`src/rtl/bfly_pkg.sv`:
```
// Shared definitions for the radix-2 butterfly datapath.
// Assumes: per-sample control bits travel alongside the data through the pipe.
package bfly_pkg;

    // Default sample width (signed fraction, DW-1 fraction bits)
    localparam int unsigned BFLY_DW = 16;

    // Control bits that must stay aligned with their sample after stage 1
    typedef struct packed {
        logic unity;   // skip the multiply
        logic post;    // double results at the output
    } bfly_mode_t;

endpackage

```
`src/rtl/bfly_cmul.sv`:
```
// Stage 2: forms the rotated bottom sample P = bottom * conj-rotation by
// (cos, sin), truncates it by an arithmetic right shift of DW-1 and saturates
// it back to DW bits. In unity mode the bottom sample passes through.
// Assumes: en stalls the stage; valid is reset, data registers are not.
module bfly_cmul #(
    parameter int unsigned DW = 16
) (
    input  logic                 clk,
    input  logic                 rst_n,
    input  logic                 en,
    input  logic                 v_i,
    input  bfly_pkg::bfly_mode_t mode_i,
    input  logic signed [DW-1:0] t_re_i,
    input  logic signed [DW-1:0] t_im_i,
    input  logic signed [DW-1:0] b_re_i,
    input  logic signed [DW-1:0] b_im_i,
    input  logic signed [DW-1:0] cos_i,
    input  logic signed [DW-1:0] sin_i,
    output logic                 v_o,
    output logic                 post_o,
    output logic signed [DW-1:0] t_re_o,
    output logic signed [DW-1:0] t_im_o,
    output logic signed [DW-1:0] p_re_o,
    output logic signed [DW-1:0] p_im_o
);
    localparam int unsigned PW = 2 * DW + 1;
    localparam int unsigned FB = DW - 1;
    localparam logic signed [PW-1:0] MAXV = {{(PW-DW+1){1'b0}}, {(DW-1){1'b1}}};
    localparam logic signed [PW-1:0] MINV = {{(PW-DW+1){1'b1}}, {(DW-1){1'b0}}};

    logic signed [PW-1:0] bre_x, bim_x, cos_x, sin_x;
    logic signed [PW-1:0] acc_re, acc_im, sh_re, sh_im;
    logic signed [DW-1:0] nar_re, nar_im;

    // Clamp a wide value into the DW-bit signed range
    function automatic logic signed [DW-1:0] clamp(input logic signed [PW-1:0] x);
        if (x > MAXV)      return MAXV[DW-1:0];
        else if (x < MINV) return MINV[DW-1:0];
        else               return x[DW-1:0];
    endfunction

    // Widen operands, multiply-accumulate, truncate and saturate
    always_comb begin
        bre_x  = PW'(b_re_i);
        bim_x  = PW'(b_im_i);
        cos_x  = PW'(cos_i);
        sin_x  = PW'(sin_i);
        acc_re = bre_x * cos_x + bim_x * sin_x;
        acc_im = bim_x * cos_x - bre_x * sin_x;
        sh_re  = acc_re >>> FB;
        sh_im  = acc_im >>> FB;
        nar_re = clamp(sh_re);
        nar_im = clamp(sh_im);
    end

    // Valid bit of stage 2
    always_ff @(posedge clk) begin
        if (!rst_n)  v_o <= 1'b0;
        else if (en) v_o <= v_i;
    end

    // Data registers of stage 2; unity mode forwards the bottom sample
    always_ff @(posedge clk) begin
        if (en) begin
            post_o <= mode_i.post;
            t_re_o <= t_re_i;
            t_im_o <= t_im_i;
            p_re_o <= mode_i.unity ? b_re_i : nar_re;
            p_im_o <= mode_i.unity ? b_im_i : nar_im;
        end
    end

    // in unity mode the registered product is the bottom sample
    assert_unity_pass_R7: assert property (@(posedge clk) disable iff (!rst_n)
        (en && v_i && mode_i.unity) |=> (p_re_o == $past(b_re_i) && p_im_o == $past(b_im_i)));

    // the full-scale negative corner clamps to the positive limit
    assert_prod_sat_R3: assert property (@(posedge clk) disable iff (!rst_n)
        (en && v_i && !mode_i.unity && b_re_i == MINV[DW-1:0] && b_im_i == MINV[DW-1:0]
         && cos_i == MINV[DW-1:0] && sin_i == MINV[DW-1:0]) |=> (p_re_o == MAXV[DW-1:0]));
endmodule

```
`src/rtl/bfly_addsub.sv`:
```
// Stage 3: saturating sum and difference of the top sample and P, followed
// by the optional left shift by one (low DW bits kept).
// Assumes: en stalls the stage; outputs are the block's output registers.
module bfly_addsub #(
    parameter int unsigned DW = 16
) (
    input  logic                 clk,
    input  logic                 rst_n,
    input  logic                 en,
    input  logic                 v_i,
    input  logic                 post_i,
    input  logic signed [DW-1:0] t_re_i,
    input  logic signed [DW-1:0] t_im_i,
    input  logic signed [DW-1:0] p_re_i,
    input  logic signed [DW-1:0] p_im_i,
    output logic                 v_o,
    output logic signed [DW-1:0] s_re_o,
    output logic signed [DW-1:0] s_im_o,
    output logic signed [DW-1:0] d_re_o,
    output logic signed [DW-1:0] d_im_o
);
    localparam int unsigned SW = DW + 1;
    localparam logic signed [SW-1:0] MAXV = {2'b00, {(DW-1){1'b1}}};
    localparam logic signed [SW-1:0] MINV = {2'b11, {(DW-1){1'b0}}};

    logic signed [SW-1:0] sum_re, sum_im, dif_re, dif_im;
    logic signed [DW-1:0] ss_re, ss_im, sd_re, sd_im;

    // Clamp a DW+1 bit value into DW bits
    function automatic logic signed [DW-1:0] clamp(input logic signed [SW-1:0] x);
        if (x > MAXV)      return MAXV[DW-1:0];
        else if (x < MINV) return MINV[DW-1:0];
        else               return x[DW-1:0];
    endfunction

    // Optional doubling, keeping the low DW bits
    function automatic logic signed [DW-1:0] dbl(input logic signed [DW-1:0] x, input logic on);
        return on ? {x[DW-2:0], 1'b0} : x;
    endfunction

    // Widened add/subtract and saturation
    always_comb begin
        sum_re = SW'(t_re_i) + SW'(p_re_i);
        sum_im = SW'(t_im_i) + SW'(p_im_i);
        dif_re = SW'(t_re_i) - SW'(p_re_i);
        dif_im = SW'(t_im_i) - SW'(p_im_i);
        ss_re  = clamp(sum_re);
        ss_im  = clamp(sum_im);
        sd_re  = clamp(dif_re);
        sd_im  = clamp(dif_im);
    end

    // Output valid bit
    always_ff @(posedge clk) begin
        if (!rst_n)  v_o <= 1'b0;
        else if (en) v_o <= v_i;
    end

    // Output data registers
    always_ff @(posedge clk) begin
        if (en) begin
            s_re_o <= dbl(ss_re, post_i);
            s_im_o <= dbl(ss_im, post_i);
            d_re_o <= dbl(sd_re, post_i);
            d_im_o <= dbl(sd_im, post_i);
        end
    end

    // two non-negative operands never produce a negative sum
    assert_sum_nowrap_R4: assert property (@(posedge clk) disable iff (!rst_n)
        (en && v_i && !post_i && !t_re_i[DW-1] && !p_re_i[DW-1]) |=> !s_re_o[DW-1]);

    // doubled results always have a clear bit 0
    assert_post_lsb_R6: assert property (@(posedge clk) disable iff (!rst_n)
        (en && v_i && post_i) |=> (!s_re_o[0] && !s_im_o[0] && !d_re_o[0] && !d_im_o[0]));
endmodule

```
`src/rtl/cplx_bfly_r2.sv`:
```
// Radix-2 DIT complex butterfly, three-stage pipe with a global stall.
// Stage 1 registers the (optionally halved) samples, twiddle and mode;
// stage 2 forms the shared product; stage 3 adds, subtracts and scales.
// Assumes: the whole pipe advances when the output register is empty or drained.
module cplx_bfly_r2 #(
    parameter int unsigned DW = bfly_pkg::BFLY_DW
) (
    input  logic                 clk,
    input  logic                 rst_n,
    input  logic                 in_valid,
    output logic                 in_ready,
    input  logic signed [DW-1:0] in_top_re,
    input  logic signed [DW-1:0] in_top_im,
    input  logic signed [DW-1:0] in_bot_re,
    input  logic signed [DW-1:0] in_bot_im,
    input  logic signed [DW-1:0] in_cos,
    input  logic signed [DW-1:0] in_sin,
    input  logic                 in_prescale,
    input  logic                 in_unity,
    input  logic                 in_postscale,
    output logic                 out_valid,
    input  logic                 out_ready,
    output logic signed [DW-1:0] out_sum_re,
    output logic signed [DW-1:0] out_sum_im,
    output logic signed [DW-1:0] out_dif_re,
    output logic signed [DW-1:0] out_dif_im
);
    import bfly_pkg::*;

    logic                 adv;
    logic                 v1, v2, post2;
    bfly_mode_t           m1;
    logic signed [DW-1:0] t1_re, t1_im, b1_re, b1_im, c1, s1;
    logic signed [DW-1:0] t2_re, t2_im, p2_re, p2_im;

    // Global advance: the pipe moves unless a result is waiting unaccepted
    assign adv      = !out_valid || out_ready;
    assign in_ready = adv;

    // Stage 1 valid bit
    always_ff @(posedge clk) begin
        if (!rst_n)   v1 <= 1'b0;
        else if (adv) v1 <= in_valid;
    end

    // Stage 1 data, with optional halving of both samples
    always_ff @(posedge clk) begin
        if (adv) begin
            t1_re    <= in_prescale ? (in_top_re >>> 1) : in_top_re;
            t1_im    <= in_prescale ? (in_top_im >>> 1) : in_top_im;
            b1_re    <= in_prescale ? (in_bot_re >>> 1) : in_bot_re;
            b1_im    <= in_prescale ? (in_bot_im >>> 1) : in_bot_im;
            c1       <= in_cos;
            s1       <= in_sin;
            m1.unity <= in_unity;
            m1.post  <= in_postscale;
        end
    end

    bfly_cmul #(.DW(DW)) u_cmul (
        .clk(clk), .rst_n(rst_n), .en(adv), .v_i(v1), .mode_i(m1),
        .t_re_i(t1_re), .t_im_i(t1_im), .b_re_i(b1_re), .b_im_i(b1_im),
        .cos_i(c1), .sin_i(s1),
        .v_o(v2), .post_o(post2), .t_re_o(t2_re), .t_im_o(t2_im),
        .p_re_o(p2_re), .p_im_o(p2_im)
    );

    bfly_addsub #(.DW(DW)) u_addsub (
        .clk(clk), .rst_n(rst_n), .en(adv), .v_i(v2), .post_i(post2),
        .t_re_i(t2_re), .t_im_i(t2_im), .p_re_i(p2_re), .p_im_i(p2_im),
        .v_o(out_valid), .s_re_o(out_sum_re), .s_im_o(out_sum_im),
        .d_re_o(out_dif_re), .d_im_o(out_dif_im)
    );

    // a refused result stays put
    assert_hold_R9: assert property (@(posedge clk) disable iff (!rst_n)
        (out_valid && !out_ready) |=> (out_valid && $stable(out_sum_re) && $stable(out_sum_im)
                                       && $stable(out_dif_re) && $stable(out_dif_im)));

    // no input is taken while a result is refused
    assert_no_accept_R9: assert property (@(posedge clk) disable iff (!rst_n)
        (out_valid && !out_ready) |-> !in_ready);
endmodule

```
`config.mk`:
```
export PLATFORM = sky130hd
export DESIGN_NAME = cplx_bfly_r2
export DESIGN_NICKNAME = d
export VERILOG_FILES = /design/src/rtl/bfly_pkg.sv /design/src/rtl/bfly_cmul.sv /design/src/rtl/bfly_addsub.sv /design/src/rtl/cplx_bfly_r2.sv
export SDC_FILE = /design/constraint.sdc
export NUM_CORES = 2
export LEC_CHECK = 0
export BUFFER_PORTS_ARGS = -buffer_cell sky130_fd_sc_hd__buf_2
export CORE_MARGIN = 2
export CORE_UTILIZATION = 45
export CTS_CLUSTER_DIAMETER = 40
export DETAILED_ROUTE_END_ITERATION = 16
export PLACE_DENSITY = 0.63
export SYNTH_ARGS = -nofsm -noshare
export SYNTH_HDL_FRONTEND = slang
export SYNTH_HIERARCHICAL = 1
export SYNTH_SLANG_ARGS = --single-unit
```
`constraint.sdc`:
```
create_clock -name clk -period 7.75 [get_ports clk]
set_input_delay 0.3875 -clock clk [delete_from_list [all_inputs] [get_ports clk]]
set_output_delay 0.3875 -clock clk [all_outputs]
set_load 0.03 [all_outputs]
```
### After elaboration in Yosys (flattened, before gate mapping)

Index checks and enable logic that the tools add are counted.
W data, S select, Z words.

* register bits after elaboration: 230
* latch bits: 0
* memory bits (writable): 0
* bits in read-only memories: 0
* input bits: 103
* output and inout port bits: 66
* logic and storage cells: 70
* memories kept: 0

* add/subtract/negate cells: 6
* multiply operators: 4
* div/mod/pow operators: 0
* order comparisons: 12
* eq/ne operators: 0
* shift operators: 0
* multiplexer cells: 22
* bitwise operators: 0
* reductions and logical operators: 2

Operator list (number)
* $mux W16: 18
* $mul A16 B16 Y32: 4
* $gt A17 B16 Y1 const B: 4
* $lt A17 B16 Y1 const B: 4
* $mux W15: 4
* $gt A18 B16 Y1 const B: 2
* $lt A18 B16 Y1 const B: 2
* $add A16 B16 Y17: 2
* $sub A16 B16 Y17: 2
* $add A32 B32 Y33: 1
* $sub A32 B32 Y33: 1
* $logic_not A1 Y1: 1
* $logic_or A1 B1 Y1: 1

### Depth between registers and ports, before layout

* word-level depth: 6
* depth in mapped cells: 30

### Cells and area by module

The synthesis kept the hierarchy.

By module, submodules not included
* bfly_cmul: instances 1, cells each 4484, area each 42857.4 um2
* bfly_addsub: instances 1, cells each 715, area each 6268.5 um2
* cplx_bfly_r2: instances 1, cells each 170, area each 4018.9 um2

### Least setup slack after synthesis

OpenSTA, ideal clock, no wires.

* path kind: register -> register
* from: reg b1_re[15]
* to: reg u_cmul.p_im_o[8] (data pin)
* library setup time: 0.261 ns
* arrival: 7.691 ns
* data required time: 7.489 ns
* setup slack: -0.202 ns
* stages on the path, launching flop included: 28
* buffers on the path: 3
* period minus slack after synthesis: 7.952 ns
* path through: edfxtp_1 clkbuf_1 clkbuf_1 nand2_1 inv_1 fa_1 inv_1 fa_1 inv_1 fa_1 inv_1 fa_1 fa_1 fa_1 fa_1 inv_1 fa_1 inv_1 ha_1 a211oi_1 nand2_1 a211oi_1 a2111oi_2 or2_2 nor4_1 a211oi_1 buf_2 a221o_1

* cells in the longest elaborated chain, start to end: 6

RTL lines
* start: declaration: RTL line cplx_bfly_r2.sv:33 `logic signed [DW-1:0] t1_re, t1_im, b1_re, b1_im, c1, s1;`
* start signal: assignment: RTL line cplx_bfly_r2.sv:51 `b1_re <= in_prescale ? (in_bot_re >>> 1) : in_bot_re;`
* $mul A16 B16 Y32 (*): RTL line bfly_cmul.sv:49 `acc_im = bim_x * cos_x - bre_x * sin_x;`
* $sub A32 B32 Y33 (*): RTL line bfly_cmul.sv:49
* $lt A18 B16 Y1: RTL line bfly_cmul.sv:38 `else if (x < MINV) return MINV[DW-1:0];`
* $mux W16: RTL line bfly_cmul.sv:38
* $mux W16 (*): RTL line bfly_cmul.sv:37 `if (x > MAXV) return MAXV[DW-1:0];`
* $mux W16 (*): RTL line bfly_cmul.sv:69 `p_im_o <= mode_i.unity ? b_im_i : nar_im;`
* end signal: assignment: RTL line bfly_cmul.sv:69
* end: declaration: RTL line bfly_cmul.sv:24 `output logic signed [DW-1:0] p_im_o`

Mark *: on every way between the ends. The rest lies on a longest branch, timed or not.
A chain may end at the register's enable or synchronous reset.

### Worst setup path in the final report

* from: reg b1_im[11]
* to: reg u_cmul.p_re_o[1] (data pin)

* cells in the longest elaborated chain, start to end: 6

RTL lines
* start: declaration: RTL line cplx_bfly_r2.sv:33
* start signal: assignment: RTL line cplx_bfly_r2.sv:52 `b1_im <= in_prescale ? (in_bot_im >>> 1) : in_bot_im;`
* $mul A16 B16 Y32 (*): RTL line bfly_cmul.sv:48 `acc_re = bre_x * cos_x + bim_x * sin_x;`
* $add A32 B32 Y33 (*): RTL line bfly_cmul.sv:48
* $lt A18 B16 Y1: RTL line bfly_cmul.sv:38
* $mux W16: RTL line bfly_cmul.sv:38
* $mux W16 (*): RTL line bfly_cmul.sv:37
* $mux W16 (*): RTL line bfly_cmul.sv:68 `p_re_o <= mode_i.unity ? b_re_i : nar_re;`
* end signal: assignment: RTL line bfly_cmul.sv:68
* end: declaration: RTL line bfly_cmul.sv:23 `output logic signed [DW-1:0] p_re_o,`

Marked as above.

==> out/results.tsv <==
metric	value	unit
gr usage total	0.248	
#FFs+latches synth	230	
Post-Syn Nets	7014	
final worst slack	-0.108	ns
Worst Path Required	8.23	ns
final WL	149	mm
delay-heaviest family, CP	adder cells	
met1 usage in global routing	0.332	
Yosys cell types	90	
Gate Count Post-Synth	5369	
FILL cells	10500	
Data arrival, critical path	8.34	ns
Buf/Inv on CP	7	
I/O pin count	169	
commonest register cell after synthesis	edfxtp_1	
crit path time final	7.86	ns
CTS Sinks	230	
die footprint	121000	um2
fraction of the yosys area taken by sequential cells	0.129	
Reg2Reg Setup Slack	-0.11	ns
Setup-failing EPs final	29	
Die H	348	um
M3 GR Usage	0.0379	
critical path startpoint category	register	
H-Tree Depth	2	
fmax	0.127	GHz
post-layout util	0.534	
Rel. slew slack	0.204	
vias in the first global route	40400	
Avg Synthesized Cell Area	9.90	um2
fin cells	7417	
antenna violations before repair	5	
gr ovfl total	0	
Post-synth top cells	inv_1 (1357), fa_1 (1176), nand2_1 (531)	
PortBufs	168	
met2 Usage GRT	0.419	
WP depth	26	
Wirelength per Cell	20.0	um
Residual DRC	0	
Largest stage delay, worst path	0.57	ns
Worst-Margin Slew	1.19	ns
worst hold start	in_bot_re[15]	
Num CTS Buffers	50	
worst clock skew	0.0466	ns
failing checks	negative setup slack	
Clk pin slew, worst setup/hold paths	0.06	ns
global route hottest layer	met2	
CTS root buf	clkbuf_16	
RSZ-0062 raised after global routing	true	
via count	38000	
Post-synth EDFFs	227	
R2R Path Start	b1_im[11]	
Post-synth ARST share	0	
vias per inst	5.12	
drt initial violations	2683	
count leader, synth	inv_1	
Starting Density	0.452	
Setup crit end kind	register	
Crit-path slowest cell	fa_2	
largest cells by area after synthesis	fa_1 (44%), edfxtp_1 (13%), inv_1 (9.6%)	
layout cells sized above 1	0.166	
period utilization	1.01	
Post-Place Cells	7167	
synthesized area	53100	um2
cell depth of the worst flop-to-flop path	26	
Post-DRT Antenna Nets	0	
status	finished, violations left	
Hold Crit Class	in2reg	
Yosys top cell area share	0.443	
worst slack, placed	-0.515	ns
worst skew pair latency	0.66	ns
CP startpoint	b1_im[11]	
Setup TNS	-1.56	ns
Area Overhead vs Synth	18.1	%
Yosys warning count	6	
Critical Path End	u_cmul/p_re_o[1]	
critical path type	reg2reg	
half-perimeter wire length after detailed placement	116	mm
Slew Limit Fails	0	
Crit Reg-Reg Endpoint	u_cmul/p_re_o[1]	
Placement Rows	126	
GP Congestion	0.952	
nets@finish	7487	
first-pass GRT wire length	230	mm
DIE WIDTH	348	um
CP max FO	6	
clock tree from TritonCTS	yes	
max-cap violations	0	
core area	118000	um2
largest net degree at the start of global routing	157	
Crit path top cell by count	fa_1	
area leader, netlist	fa_1	
Final Hold Fails	0	
DR pass1 iterations	6	
clock buffer depth	3	
## area by class of cell
class,count,area (um2),area share
multi-input combinational,3524,41000,0.654
sequential,230,6880,0.110
timing repair buffer,675,6080,0.0968
inverter,1361,5120,0.0816
tap,1536,1920,0.0306
clock buffer,54,1290,0.0205
clock inverter,36,453,0.00722
antenna,1,2.50,0.0000399
## cell usage in the layout (no fill, tap or decap), types with 32 or more instances in the layout
cell type         n
a21o_1           32
a21oi_1          88
and2_1          513
buf_12           70
buf_2           167
buf_4           336
clkbuf_16        62
dlygate4sd3_1    62
edfxtp_1        227
fa_1           1148
ha_1            344
inv_1          1333
mux2_4           60
nand2_1         517
nand2b_1         39
nor2_1          136
o21ai_0          70
xnor2_1          86
## cells by family (layout without fill, tap and decap cells)
kind of cell,count (synthesis),count (layout),synth area share
compound gates,403,406,0.0509
xor+xnor,121,121,0.0203
fa+ha+maj,1558,1558,0.532
buf+inv,1618,2126,0.117
flops,230,230,0.129
mux,93,93,0.0234
other cells,0,1,0
simple gates,1346,1346,0.127
## layer usage
layer,share of wire,up-vias
met3,0.069,218
met5,0.000074,-
met4,0.038,2
met2,0.49,1193
met1,0.40,19600
li1,-,16900
## timing repair
action                                  CTS  global route
gates cloned                              7            11
pin swaps                                56           132
endpoints found under the hold margin    56             0
endpoints found under the setup margin   32            32
resized for setup                        87           159
hold buffers                             62             0
buffers inserted                         35            48
## through the flow
step / hold slack [ns] / instance area [um2]
detailed placement: 0.405 / 58300
global route: 0.0166 / 62800
global placement: 0.403 / 58300
finish: 0.0353 / 62800
floorplan: 0.400 / 53200
CTS: 0.000437 / 61400
## worst reg2reg max path, stage by stage, from the launching register on
cell and delay [ns]:
edfxtp_1 0.44, buf_12 0.18, buf_6 0.12, and2_1 0.17
fa_1 0.55, inv_1 0.05, fa_1 0.48, inv_1 0.05
fa_1 0.48, fa_2 0.57, fa_1 0.45, fa_2 0.49
fa_1 0.48, inv_1 0.06, fa_1 0.53, inv_2 0.05
ha_4 0.27, nand2_2 0.07, nor4_4 0.30, or4b_4 0.54
a2111oi_4 0.43, or4b_4 0.28, buf_12 0.13, o211ai_4 0.12
nor2_2 0.16, o21ai_1 0.06, o21ai_1 0.18
## how the worst min path moves through the flow
stage / endpoint / slack [ns] / cells after the start
after global placement: u_cmul/t_re_o[9] / 0.40 / 0
after global routing: t1_im[3] / 0.02 / 2
after floorplan: u_cmul/post_o / 0.40 / 0
after CTS: b1_im[13] / 0.0004 / 2
final: b1_re[15] / 0.04 / 1
after detailed placement: u_cmul/t_im_o[14] / 0.40 / 0
Power is left out: the tool's default activity adds up to more than one toggle a clock period on the data nets, which glitch-free logic cannot reach.
